`src/rtl/ctb_pkg.sv`:
```
package ctb_pkg;

  typedef enum logic [1:0] {
    SN_IDLE,
    SN_HI1,
    SN_LO,
    SN_HI2
  } snap_st_e;

  // next level of the compare waveform: the clear match wins over the set match
  function automatic logic wave_next(input logic cur, input logic at_set, input logic at_clr);
    if (at_clr) return 1'b0;
    if (at_set) return 1'b1;
    return cur;
  endfunction

  // rising edge seen across a synchronizer output pair
  function automatic logic rise_seen(input logic newer, input logic older);
    return newer & ~older;
  endfunction

endpackage

```
`src/rtl/ctb_lo_chan.sv`:
```
module ctb_lo_chan #(
  parameter int W         = 16,
  parameter int DIV       = 8,
  parameter int SET_MATCH = 0,
  parameter int CLR_MATCH = 32768
) (
  input  logic         clk,
  input  logic         rst_n,
  input  logic         clr,
  input  logic         en,
  output logic [W-1:0] cnt,
  output logic         wave
);
  localparam int PW = (DIV > 1) ? $clog2(DIV) : 1;
  localparam logic [W-1:0] SET_V = W'(SET_MATCH);
  localparam logic [W-1:0] CLR_V = W'(CLR_MATCH);

  logic tick;

  generate
    if (DIV == 1) begin : g_nodiv
      assign tick = en;
    end else begin : g_div
      logic [PW-1:0] pre;
      always_ff @(posedge clk or negedge rst_n) begin
        if (!rst_n)      pre <= '0;
        else if (clr)    pre <= '0;
        else if (en)     pre <= (pre == PW'(DIV - 1)) ? '0 : pre + 1'b1;
      end
      assign tick = en && (pre == PW'(DIV - 1));
    end
  endgenerate

  always_ff @(posedge clk or negedge rst_n) begin
    if (!rst_n)      cnt <= '0;
    else if (clr)    cnt <= '0;
    else if (tick)   cnt <= cnt + 1'b1;
  end

  always_ff @(posedge clk or negedge rst_n) begin
    if (!rst_n)   wave <= 1'b1;
    else if (clr) wave <= 1'b1;
    else          wave <= ctb_pkg::wave_next(wave, cnt == SET_V, cnt == CLR_V);
  end

  // a tick advances the count by exactly one, wrapping included
  a_r1_lo_step: assert property (@(posedge clk) disable iff (!rst_n)
    (tick && !clr) |=> cnt == $past(cnt) + 1'b1);
  // no tick, no change
  a_r2_lo_hold: assert property (@(posedge clk) disable iff (!rst_n)
    (!tick && !clr) |=> $stable(cnt));
  // wave low after the clear match
  a_r3_wave_fall: assert property (@(posedge clk) disable iff (!rst_n)
    (cnt == CLR_V && !clr) |=> !wave);

endmodule

```
`src/rtl/ctb_hi_chan.sv`:
```
module ctb_hi_chan #(
  parameter int W      = 16,
  parameter int STAGES = 2
) (
  input  logic         clk,
  input  logic         rst_n,
  input  logic         clr,
  input  logic         en,
  input  logic         wave_in,
  output logic [W-1:0] cnt
);
  logic [STAGES:0] chain;
  logic            step;

  generate
    for (genvar i = 0; i <= STAGES; i++) begin : g_sync
      always_ff @(posedge clk or negedge rst_n) begin
        if (!rst_n)   chain[i] <= 1'b1;
        else if (clr) chain[i] <= 1'b1;
        else if (i == 0) chain[i] <= wave_in;
        else          chain[i] <= chain[(i == 0) ? 0 : i - 1];
      end
    end
  endgenerate

  assign step = ctb_pkg::rise_seen(chain[STAGES-1], chain[STAGES]);

  always_ff @(posedge clk or negedge rst_n) begin
    if (!rst_n)          cnt <= '0;
    else if (clr)        cnt <= '0;
    else if (step && en) cnt <= cnt + 1'b1;
  end

  // the high count moves only on a detected edge
  a_r4_hi_steady: assert property (@(posedge clk) disable iff (!rst_n)
    (!clr && !step) |=> $stable(cnt));
  a_r4_hi_step: assert property (@(posedge clk) disable iff (!rst_n)
    (!clr && step && en) |=> cnt == $past(cnt) + 1'b1);
  // a disabled channel drops the step
  a_r5_hi_gated: assert property (@(posedge clk) disable iff (!rst_n)
    (!clr && !en) |=> $stable(cnt));
  // edge detect never fires twice in a row
  a_r4_single_step: assert property (@(posedge clk) disable iff (!rst_n)
    step |=> !step);

endmodule

```
`src/rtl/ctb_snap.sv`:
```
module ctb_snap #(
  parameter int W = 16
) (
  input  logic           clk,
  input  logic           rst_n,
  input  logic           rd_req,
  input  logic [W-1:0]   hi_in,
  input  logic [W-1:0]   lo_in,
  output logic           valid,
  output logic [2*W-1:0] value
);
  import ctb_pkg::*;

  snap_st_e     st;
  logic [W-1:0] hi_first;
  logic [W-1:0] lo_seen;
  logic         retry;
  logic         match;

  assign match = (hi_in == hi_first);
  assign retry = (st == SN_HI2) && !match;

  always_ff @(posedge clk or negedge rst_n) begin
    if (!rst_n) begin
      st       <= SN_IDLE;
      hi_first <= '0;
      lo_seen  <= '0;
      valid    <= 1'b0;
      value    <= '0;
    end else begin
      valid <= 1'b0;
      unique case (st)
        SN_IDLE: if (rd_req) st <= SN_HI1;
        SN_HI1: begin
          hi_first <= hi_in;
          st       <= SN_LO;
        end
        SN_LO: begin
          lo_seen <= lo_in;
          st      <= SN_HI2;
        end
        SN_HI2: begin
          if (match) begin
            value <= {hi_first, lo_seen};
            valid <= 1'b1;
            st    <= SN_IDLE;
          end else begin
            hi_first <= hi_in;
            st       <= SN_LO;
          end
        end
        default: st <= SN_IDLE;
      endcase
    end
  end

  // valid is a single-cycle pulse
  a_r8_valid_pulse: assert property (@(posedge clk) disable iff (!rst_n)
    valid |=> !valid);
  // a mismatch goes back to the low read without raising valid
  a_r9_retry: assert property (@(posedge clk) disable iff (!rst_n)
    retry |=> (!valid && st == SN_LO));
  // value only changes together with valid
  a_r8_value_held: assert property (@(posedge clk) disable iff (!rst_n)
    !valid |-> $stable(value) || $past(st) == SN_HI2);
  // a request during a sample does not restart it
  a_r10_busy_ignore: assert property (@(posedge clk) disable iff (!rst_n)
    (st == SN_HI1) |=> st == SN_LO);

endmodule

```
`src/rtl/ctb_timebase.sv`:
```
module ctb_timebase #(
  parameter int HALF_W     = 16,
  parameter int PRESC_DIV  = 8,
  parameter int SYNC_STAGE = 2
) (
  input  logic                clk,
  input  logic                rst_n,
  input  logic                sync_cmd,
  input  logic                lo_en,
  input  logic                hi_en,
  input  logic                rd_req,
  output logic [HALF_W-1:0]   lo_count,
  output logic [HALF_W-1:0]   hi_count,
  output logic [2*HALF_W-1:0] combined,
  output logic                lo_wave,
  output logic                snap_valid,
  output logic [2*HALF_W-1:0] snap_value
);
  localparam int SET_AT = 0;
  localparam int CLR_AT = 1 << (HALF_W - 1);

  ctb_lo_chan #(
    .W(HALF_W), .DIV(PRESC_DIV), .SET_MATCH(SET_AT), .CLR_MATCH(CLR_AT)
  ) u_lo (
    .clk(clk), .rst_n(rst_n), .clr(sync_cmd), .en(lo_en),
    .cnt(lo_count), .wave(lo_wave)
  );

  ctb_hi_chan #(.W(HALF_W), .STAGES(SYNC_STAGE)) u_hi (
    .clk(clk), .rst_n(rst_n), .clr(sync_cmd), .en(hi_en),
    .wave_in(lo_wave), .cnt(hi_count)
  );

  ctb_snap #(.W(HALF_W)) u_snap (
    .clk(clk), .rst_n(rst_n), .rd_req(rd_req),
    .hi_in(hi_count), .lo_in(lo_count),
    .valid(snap_valid), .value(snap_value)
  );

  assign combined = {hi_count, lo_count};

  // sync clears both halves and restores the wave
  a_r6_sync_clear: assert property (@(posedge clk) disable iff (!rst_n)
    sync_cmd |=> (lo_count == '0 && hi_count == '0 && lo_wave));
  // both halves of the joined word track their ports
  a_r7_join: assert property (@(posedge clk) disable iff (!rst_n)
    combined[HALF_W-1:0] == lo_count && combined[2*HALF_W-1:HALF_W] == hi_count);

endmodule

```
`config.mk`:
```
export PLATFORM = sky130hd
export DESIGN_NAME = ctb_timebase
export DESIGN_NICKNAME = d
export VERILOG_FILES = /design/src/rtl/ctb_pkg.sv /design/src/rtl/ctb_lo_chan.sv /design/src/rtl/ctb_hi_chan.sv /design/src/rtl/ctb_snap.sv /design/src/rtl/ctb_timebase.sv
export SDC_FILE = /design/constraint.sdc
export NUM_CORES = 1
export LEC_CHECK = 0
export BUFFER_PORTS_ARGS = -buffer_cell sky130_fd_sc_hd__buf_2
export CAP_MARGIN = 25
export CORE_MARGIN = 5
export CORE_UTILIZATION = 54
export CTS_BUF_LIST = sky130_fd_sc_hd__clkbuf_8
export DETAILED_ROUTE_END_ITERATION = 16
export PLACE_DENSITY_LB_ADDON = 0.08
export SLEW_MARGIN = 25
export SYNTH_ARGS = -nofsm -noshare
export SYNTH_HDL_FRONTEND = slang
export SYNTH_SLANG_ARGS = --single-unit
```
`constraint.sdc`:
```
create_clock -name clk -period 3.5 [get_ports clk]
set_input_delay 0.7 -clock clk [delete_from_list [all_inputs] [get_ports clk]]
set_output_delay 0.7 -clock clk [all_outputs]
set_load 0.01 [all_outputs]
```
==> flow_metrics.tcl, run 1 <==
set metrics [dict create \
    critPathKind "reg2reg" \
    rsz0062_at_grt "false" \
    synth_top_family_by_area "multiplexers" \
    vias_per_cell 5.33 \
    cts_sinks 106 \
    power_density_nw_per_um2 451 \
    dr.pass1.iters 4 \
    gp_congestion 0.719 \
    ir_drop_mv 0.229 \
    clock_skew_ns 0.0152 \
    synth_top_area_cell "dfrtp_1" \
    hold_violations 0 \
    worst_slack_ns 0.814 \
    finalWirelength_um 9730 \
    synth_area_leaders "dfrtp_1 (52%), mux2_4 (9.2%), mux2_2 (6.9%), buf_4 (4.9%), xnor2_1 (4.5%)" \
    ioPinCount 104 \
    nets 473 \
    netlist_instances 392 \
    leakage_uw 0.00296 \
    route.detailed.drc 0 \
    finalSetupViolations 0 \
    worst-endpoint-required_ns 3.74 \
    place_ws_ns 0.809 \
    first_global_vias 2952 \
    maxCapViolations 0 \
    ys.flop_type "dfrtp_1" \
    synth_area_um2 4920 \
    die-area_um2 11100 \
    r2r-start "u_hi.cnt[5]$_DFFE_PN0P_" \
    hold_buffers 0 \
    rr_endpoint "u_snap.value[15]$_DFFE_PN0P_" \
    ctsResizeCount 0 \
    clk_pin_slew_worst_paths_ns 0.10 \
    cts_max_path_buffers 2 \
    post_drt_wl_per_cell_um 16.9 \
    ant_nets 0 \
    yosys.area_share.simple_pct 11.2 \
    cts_max_level 3 \
    synth_xor_area_share_pct 7.12 \
    grt_overflow 0 \
    antenna_found_initial 0 \
    synth_compound_area_share_pct 2.21 \
    diodes 0 \
    rows 34 \
    port-buffer-count 103 \
    grt_pass1_wl_um 16200 \
    cts_tree "built" \
    synth-edff-count 0 \
    crit_fanout 18 \
    die_w_um 105 \
    synth.mux.area_fraction_pct 17.0 \
    fin_crit_sh_pct 76.7 \
    tns_ns 0 \
    syn_to_final_growth_pct 11.5 \
    slew_violations 0 \
    drt_iter0_markers 109 \
    grt_max_degree 60 \
    clk_latency_ns 0.37 \
    synth_fa_ha_area_share_pct 1.27 \
    max_freq_ghz 0.372 \
    worst_pin_slew_ns 0.838 \
    synth_seq_cells 106 \
    reg2reg_setup_slack_ns 0.81 \
    vias 3064 \
    worst_setup_path_end_kind "register" \
    r2r_cells 6 \
    synth.distinct_cells 37 \
    synthesis.nets 403 \
    cts_root_buf "clkbuf_8" \
    slew_headroom_pct 44.0 \
    outcome "finished, final reports clean" \
    fin_crit_ns 2.69 \
    critPathArrivalTime_ns 2.93 \
    cts_setup_buffers 0 \
    async_flop_share_pct 100 \
    coreArea_um2 8810 \
    final_layout_size_suffix_gt1_share_pct 40.3 \
    yosysSeqAreaShare_pct 54.0 \
    hold_ws_ns 0.386 \
    syn-mean-instance-area_um2 12.5 \
    synth_top_area_share_pct 51.9 \
    grtUsageTotal_pct 18.4 \
    die_h_um 105 \
    ys_warn_count 0 \
    hp-class "in2async" \
    initial_core_util_pct 55.8 \
    cp-start-kind "register" \
    num-fill-cells 732 \
    p_total_uw 2470 \
    cts_buffers 9 \
    hpwlAfterDp_um 6800 \
]
Yosys cell counts (all sizes together), types with 2 or more instances:
library cell  number
a21oi              6
and2               2
xnor2             25
or2                4
dfstp              4
or3                5
nor3               5
nand2             14
nand3              9
buf               37
nand4             13
nand2b             2
o21ai              7
mux2              60
nor2              39
clkbuf             9
ha                 5
nor4               4
xor2              15
mux2i              5
inv                7
and3               3
dfrtp            102
and4               3
registers in the layout (all words and copies together) (netlist names):
signal and flops:
u_snap.value 32, u_hi.cnt 16, u_lo.cnt 16, u_snap.hi_first 16, u_snap.lo_seen 16, u_hi.chain 3, u_lo.g_div.pre 3, u_snap.st 2
u_lo.wave 1, u_snap.valid 1
worst max-delay path by stage:
stage / start / end / slack, ns / depth (start not counted)
detailed placement: u_hi.cnt[5]$_DFFE_PN0P_ / u_snap.value[11]$_DFFE_PN0P_ / 0.81 / 6
global placement: u_hi.cnt[5]$_DFFE_PN0P_ / u_snap.value[30]$_DFFE_PN0P_ / 0.93 / 6
CTS: u_hi.cnt[5]$_DFFE_PN0P_ / u_snap.value[15]$_DFFE_PN0P_ / 0.77 / 6
floorplan: u_hi.cnt[5]$_DFFE_PN0P_ / u_snap.hi_first[10]$_DFFE_PN0P_ / 1.51 / 6
finish: u_hi.cnt[5]$_DFFE_PN0P_ / u_snap.value[15]$_DFFE_PN0P_ / 0.81 / 6
global route: u_hi.cnt[5]$_DFFE_PN0P_ / u_snap.value[15]$_DFFE_PN0P_ / 0.65 / 6
power breakdown:
| group | internal, µW | switching [µW] |
|---|---|---|
| Combinational | 163 | 244 |
| Clock | 394 | 390 |
| Sequential | 1250 | 36.0 |
| Total | 1800 | 671 |
placed cells by master (no fill, tap or decap), types with 2 or more instances in the layout:
master	instances
and4_1	3
a21oi_1	6
dfstp_2	4
xnor2_1	25
dfrtp_1	102
o21ai_0	7
bufinv_16	2
xor2_1	15
or2_2	4
nand4_1	12
mux2_2	30
ha_1	5
nand2_1	14
nand3_1	9
or3_1	5
nor4_1	3
buf_4	2
buf_2	102
nand2b_1	2
nor3_1	5
inv_1	11
clkbuf_8	9
mux2_4	30
and3_1	3
mux2i_1	5
nor2_1	39
through the flow:
| stage | utilization [%] | cell area, µm² | std cells |
|---|---|---|---|
| final | 62.2 | 5480 | 575 |
| after floorplan | - | 4920 | 392 |
| after global routing | 62.2 | 5480 | 575 |
| after CTS | 62.2 | 5480 | 575 |
| after detailed placement | 59.9 | 5270 | 559 |
| after global placement | 59.9 | 5270 | 559 |
cell families (layout without fill, tap and decap cells):
logic type / count (synthesis) / count (layout)
AOI/OAI and AO/OA: 18 / 18
muxes: 65 / 65
buffers and inverters: 53 / 128
and+or+nand+nor: 105 / 105
xor gates and xnor gates: 40 / 40
DFF: 106 / 106
adders and majority gates: 5 / 5
layer usage:
metal  GRT usage [%]  up-vias  wire (µm)  share of wire [%]
li1                -     1453          -                  -
met1            26.7     1525       4730                 49
met2            27.5       73       4430                 45
met3            3.61       13        447                4.6
met4            6.75        0        130                1.3
met5               0        -          0                  0
final cells by class:
type / instances / area [µm²] / area share, %
timing repair buffer: 105 / 546 / 9.95
clock inverter: 7 / 82.6 / 1.51
tap: 108 / 135 / 2.47
inverter: 7 / 26.3 / 0.479
clock buffer: 9 / 124 / 2.26
multi-input combinational: 233 / 1910 / 34.8
sequential: 106 / 2660 / 48.5
worst max-delay path, cell delays in order (launching register included):
cell	delay, ns
dfrtp_1	0.47
xnor2_1	0.18
nand3_1	0.14
nor4_4	0.47
nand4_4	0.55
buf_4	0.43
mux2_4	0.31
Power figures use the tool's default switching activity.
==> inputs of run 2 (changes only) <==
--- a/config.mk
+++ b/config.mk
@@ -8,7 +8,7 @@
 export BUFFER_PORTS_ARGS = -buffer_cell sky130_fd_sc_hd__buf_2
 export CAP_MARGIN = 25
 export CORE_MARGIN = 5
-export CORE_UTILIZATION = 54
+export CORE_UTILIZATION = 51
 export CTS_BUF_LIST = sky130_fd_sc_hd__clkbuf_8
 export DETAILED_ROUTE_END_ITERATION = 16
 export PLACE_DENSITY_LB_ADDON = 0.08
==> constraint.sdc (replaced) <==
create_clock -name clk -period 2.25 [get_ports clk]
set_input_delay 0.45 -clock clk [delete_from_list [all_inputs] [get_ports clk]]
set_output_delay 0.45 -clock clk [all_outputs]
set_load 0.01 [all_outputs]
==> flow_metrics.tcl, run 2 (synthesis results as in run 1) <==
set metrics [dict create \
    slew_violations 0 \
    dr.pass1.iters 5 \
    r2r_cells 7 \
    worst_slack_ns 0.0855 \
    nets 491 \
    die-area_um2 11700 \
    grt_overflow 0 \
    die_w_um 108 \
    die_h_um 108 \
    cts_buffers 9 \
    critPathKind "reg2reg" \
    fin_cells 614 \
    cts_max_level 3 \
    finalSetupViolations 0 \
    hp-class "in2async" \
    tns_ns 0 \
    worst-endpoint-required_ns 2.50 \
    top_register "u_snap.value" \
    diodes 0 \
    route.detailed.drc 0 \
    fin_crit_ns 2.16 \
    post_drt_wl_per_cell_um 16.3 \
    met1_length_um 5200 \
    slew_headroom_pct 51.0 \
    first_global_vias 3032 \
    placed_cells 596 \
    place_ws_ns 0.0719 \
    wl_met3_um 464 \
    top_layer "met4" \
    vias_per_cell 5.06 \
    cts_tree "built" \
    initial_core_util_pct 52.7 \
    largest_reg_flops 32 \
    antenna_found_initial 0 \
    syn_to_final_growth_pct 14.9 \
    max_freq_ghz 0.462 \
    crit_fanout 25 \
    grtUsageTotal_pct 17.9 \
    hpwlAfterDp_um 7010 \
    drt_iter0_markers 147 \
    leakage_uw 0.00305 \
    finalWirelength_um 10000 \
    maxCapViolations 0 \
    worst_pin_slew_ns 0.735 \
    hold_violations 0 \
    worst_setup_path_end_kind "register" \
    clk_latency_ns 0.36 \
    vias 3104 \
    outcome "finished, final reports clean" \
    num-fill-cells 781 \
    rsz0062_at_grt "false" \
    cts_max_path_buffers 2 \
    routed-wl-met2_um 4280 \
    final_cell_mix "buf_2 (102), dfrtp_1 (102), nor2_1 (39)" \
    cts_root_buf "clkbuf_8" \
    power_density_nw_per_um2 687 \
    ioPinCount 104 \
    fin_crit_sh_pct 96.2 \
    stdcell_area_um2 5650 \
    cts_sinks 106 \
    ant_nets 0 \
    rows 35 \
    grt_max_degree 50 \
    ir_drop_mv 0.418 \
    gp_congestion 0.776 \
    clk_pin_slew_worst_paths_ns 0.10 \
    cp-start-kind "register" \
    clock_skew_ns 0.0124 \
    coreArea_um2 9330 \
    port-buffer-count 103 \
    placed_area_um2 5420 \
    grt_pass1_wl_um 16200 \
    critPathArrivalTime_ns 2.41 \
    hold_buffers 0 \
    final_layout_size_suffix_gt1_share_pct 43.3 \
]
-- run 2: cell types whose count changed in the layout (fill, tap and decap cells not counted) --
cell / before / now
bufinv_16: 2 / 1
a31o_4: 0 / 1
clkinv_4: 0 / 1
inv_1: 11 / 7
buf_4: 2 / 19
clkinv_2: 0 / 2
clkbuf_8: 9 / 10
inv_6: 0 / 1
a31o_2: 1 / 0
buf_6: 0 / 1
-- run 2: layer usage --
metal	up-vias	track usage, %
met5	-	0
met2	76	24.8
met4	0	4.87
met1	1544	28.4
li1	1479	-
met3	5	3.52
-- run 2: layout make-up --
cell class	count	area [µm²]	area share, %
clock buffers	10	138	2.44
clock inverters	6	65.1	1.15
inverters	7	26.3	0.465
multi-input cells	233	1920	33.9
flip-flops and latches	106	2660	47.0
well taps	129	161	2.86
repair buffers	123	684	12.1
-- run 2: final timing paths --
path / from / endpoint / slack [ns]
worst max-delay path: u_snap.hi_first[8]$_DFFE_PN0P_ / u_snap.value[25]$_DFFE_PN0P_ / 0.09
worst min-delay path: rst_n / u_snap.value[6]$_DFFE_PN0P_ / 0.07
worst max register to register: u_snap.hi_first[8]$_DFFE_PN0P_ / u_snap.value[25]$_DFFE_PN0P_ / 0.09
worst min register to register: u_snap.lo_seen[1]$_DFFE_PN0P_ / u_snap.lo_seen[1]$_DFFE_PN0P_ / 0.50
max in group asynchronous: rst_n / u_hi.chain[1]$_DFF_PN1_ / 1.48
min in group clk: rd_req / u_snap.st[0]$_DFFE_PN0P_ / 0.32
-- run 2: through the flow --
stage | util, % | hold WS, ns | total power (µW)
after floorplan | - | 0.154 | 2560
after global placement | 58.1 | 0.470 | 2690
after detailed placement | 58.1 | 0.479 | 2700
after CTS | 60.3 | 0.0744 | 3880
after global routing | 60.6 | 0.0994 | 4050
final | 60.6 | 0.0694 | 3880
-- run 2: power by group --
| group | switching [µW] | internal (µW) |
|---|---|---|
| registers | 52.8 | 1940 |
| clock network | 647 | 548 |
| logic | 401 | 295 |
| total | 1100 | 2780 |
-- run 2: timing repair --
item	4_1_cts	5_1_grt
gates resized for setup	0	2
setup endpoints to repair	0	36
setup buffers	0	2
-- run 2: critical path, cell delays in order, from the launching register on --
cell and delay (ns):
dfrtp_1 0.43, xnor2_1 0.27, nand4_1 0.19, nor4_4 0.29
buf_4 0.19, nand4_4 0.10, buf_6 0.25, mux2_4 0.33
==> inputs of run 3 (changes only) <==
--- a/config.mk
+++ b/config.mk
@@ -12,6 +12,7 @@
 export CTS_BUF_LIST = sky130_fd_sc_hd__clkbuf_8
 export DETAILED_ROUTE_END_ITERATION = 16
 export PLACE_DENSITY_LB_ADDON = 0.08
+export REMOVE_ABC_BUFFERS = 1
 export SLEW_MARGIN = 25
 export SYNTH_ARGS = -nofsm -noshare
 export SYNTH_HDL_FRONTEND = slang
==> flow_metrics.tcl, run 3 (synthesis results as in run 1) <==
set metrics [dict create \
    nets 489 \
    coreArea_um2 9330 \
    r2r_cells 6 \
    diodes 0 \
    worst_pin_slew_ns 0.765 \
    dr.pass1.iters 4 \
    maxCapViolations 0 \
    final_cell_mix "buf_2 (102), dfrtp_1 (102), nor2_1 (39)" \
    cts_max_path_buffers 2 \
    cts_sinks 106 \
    initial_core_util_pct 52.7 \
    cts_max_level 3 \
    p_int_uw 2790 \
    slew_violations 0 \
    cp-start-kind "register" \
    die-area_um2 11700 \
    first_global_vias 3270 \
    drt_iter0_markers 68 \
    p_switching_uw 1060 \
    cts_buffers 9 \
    die_h_um 108 \
    vias 3125 \
    grtUsageTotal_pct 17.8 \
    power_density_nw_per_um2 684 \
    critPathCapture "u_snap.value[19]$_DFFE_PN0P_" \
    tns_ns 0 \
    clk_latency_ns 0.35 \
    r2r-start "u_snap.hi_first[5]$_DFFE_PN0P_" \
    final_layout_size_suffix_gt1_share_pct 42.4 \
    crit_start "u_snap.hi_first[5]$_DFFE_PN0P_" \
    grt_overflow 0 \
    clk_pin_slew_worst_paths_ns 0.10 \
    p_comb_share_pct 17.5 \
    crit_fanout 15 \
    finalSetupViolations 0 \
    critPathArrivalTime_ns 2.31 \
    grt_pass1_wl_um 16300 \
    path_depth 6 \
    hpwlAfterDp_um 6970 \
    route.detailed.drc 0 \
    hold_ws_ns 0.332 \
    ioPinCount 104 \
    vias_per_cell 5.11 \
    timing.critical_path.buf_inv 1 \
    ant_nets 0 \
    fin_crit_sh_pct 92.1 \
    outcome "finished, final reports clean" \
    max_freq_ghz 0.483 \
    hp-class "in2reg" \
    stdcell_area_um2 5640 \
    crit_chain "xnor2_1, nand3_1, nor4_4, nand4_4, buf_4, mux2_4" \
    leakage_uw 0.00305 \
    hold_violations 0 \
    top_register "u_snap.value" \
    antenna_found_initial 0 \
    largest_reg_flops 32 \
    power_frac_seq_pct 51.7 \
    post_drt_wl_per_cell_um 15.9 \
    syn_to_final_growth_pct 14.7 \
    finalWirelength_um 9730 \
    rows 35 \
    slowest_stage "nor4_4" \
    rsz0062_at_grt "false" \
    clock_skew_ns 0.0124 \
    p_total_uw 3850 \
    placed_area_um2 5410 \
    fin_crit_ns 2.07 \
    port-buffer-count 103 \
    cp_top_family "simple AND/OR/NAND/NOR gates" \
    worst_setup_path_end_kind "register" \
    worst-endpoint-required_ns 2.49 \
    cts_tree "built" \
    clockPowerShare_pct 30.8 \
    slew_headroom_pct 49.0 \
    num-fill-cells 802 \
    slowest_delay_ns 0.49 \
    sw_frac_of_total_pct 27.6 \
    rr_endpoint "u_snap.value[19]$_DFFE_PN0P_" \
    cts_root_buf "clkbuf_8" \
    grt_max_degree 64 \
    ir_drop_mv 0.447 \
    reg2reg_setup_slack_ns 0.18 \
    critPathKind "reg2reg" \
    gp_congestion 0.746 \
    die_w_um 108 \
]
-- run 3: changes by cell type in the layout (fill, tap and decap cells not counted), sizes merged --
cell	delta
clkinv	-1
clkbuf	+1
inv	+1
buf	-3
dlygate4sd3	+1
clkinvlp	-1
-- run 3: timing repair --
item | in CTS | in global routing
setup buffers | 0 | 0
resized for setup | 0 | 1
setup endpoints to repair | 0 | 11
endpoints found under the hold margin | 19 | 0
hold buffers | 1 | 0
-- run 3: power groups by stage --
stage	sequential, µW	combinational (µW)	clock [µW]
finish	1990	673	1190
global route	2000	725	1310
CTS	1990	675	1230
detailed placement	2030	676	0
global placement	2030	666	0
floorplan	2020	456	0
-- run 3: final cells by class --
type	count	area [µm²]	area share, %
flip-flops and latches	106	2660	47.1
multi-input cells	233	1920	34.0
repair buffers	121	668	11.9
well taps	129	161	2.86
clock buffers	11	151	2.69
clock inverters	5	55.1	0.976
inverters	7	26.3	0.466
-- run 3: metal layers --
layer  vias to the layer above  track usage [%]  wire length [µm]
met1                      1553             23.1              4300
met5                         -                0                 0
met4                         0             3.70                84
li1                       1476                -                 -
met2                        89             30.6              4860
met3                         7             4.06               485
-- run 3: how the worst min path moves through the flow --
| stage | slack [ns] | startpoint | cells past startpoint | endpoint |
|---|---|---|---|---|
| 2_1_floorplan | 0.15 | rst_n | 0 | u_hi.cnt[0]$_DFFE_PN0P_ |
| 3_3_place_gp | 0.35 | rst_n | 1 | u_snap.value[23]$_DFFE_PN0P_ |
| 3_5_place_dp | 0.35 | rst_n | 1 | u_snap.value[23]$_DFFE_PN0P_ |
| 4_1_cts | 0.31 | rd_req | 3 | u_snap.st[0]$_DFFE_PN0P_ |
| 5_1_grt | 0.34 | rd_req | 3 | u_snap.st[0]$_DFFE_PN0P_ |
| 6_report | 0.33 | rd_req | 3 | u_snap.st[0]$_DFFE_PN0P_ |
-- run 3: stage by stage --
stage	std cells	util, %	setup WS, ns
after floorplan	346	-	-0.160
after global placement	595	58.0	0.170
after detailed placement	595	58.0	0.100
after CTS	612	60.3	0.0921
after global routing	612	60.4	0.0202
final	612	60.4	0.178
-- run 3: worst reg2reg max path: stages, from the launching register on --
cell,delay [ns]
dfrtp_1,0.41
xnor2_1,0.16
nand3_1,0.13
nor4_4,0.49
nand4_4,0.15
buf_4,0.28
mux2_4,0.35
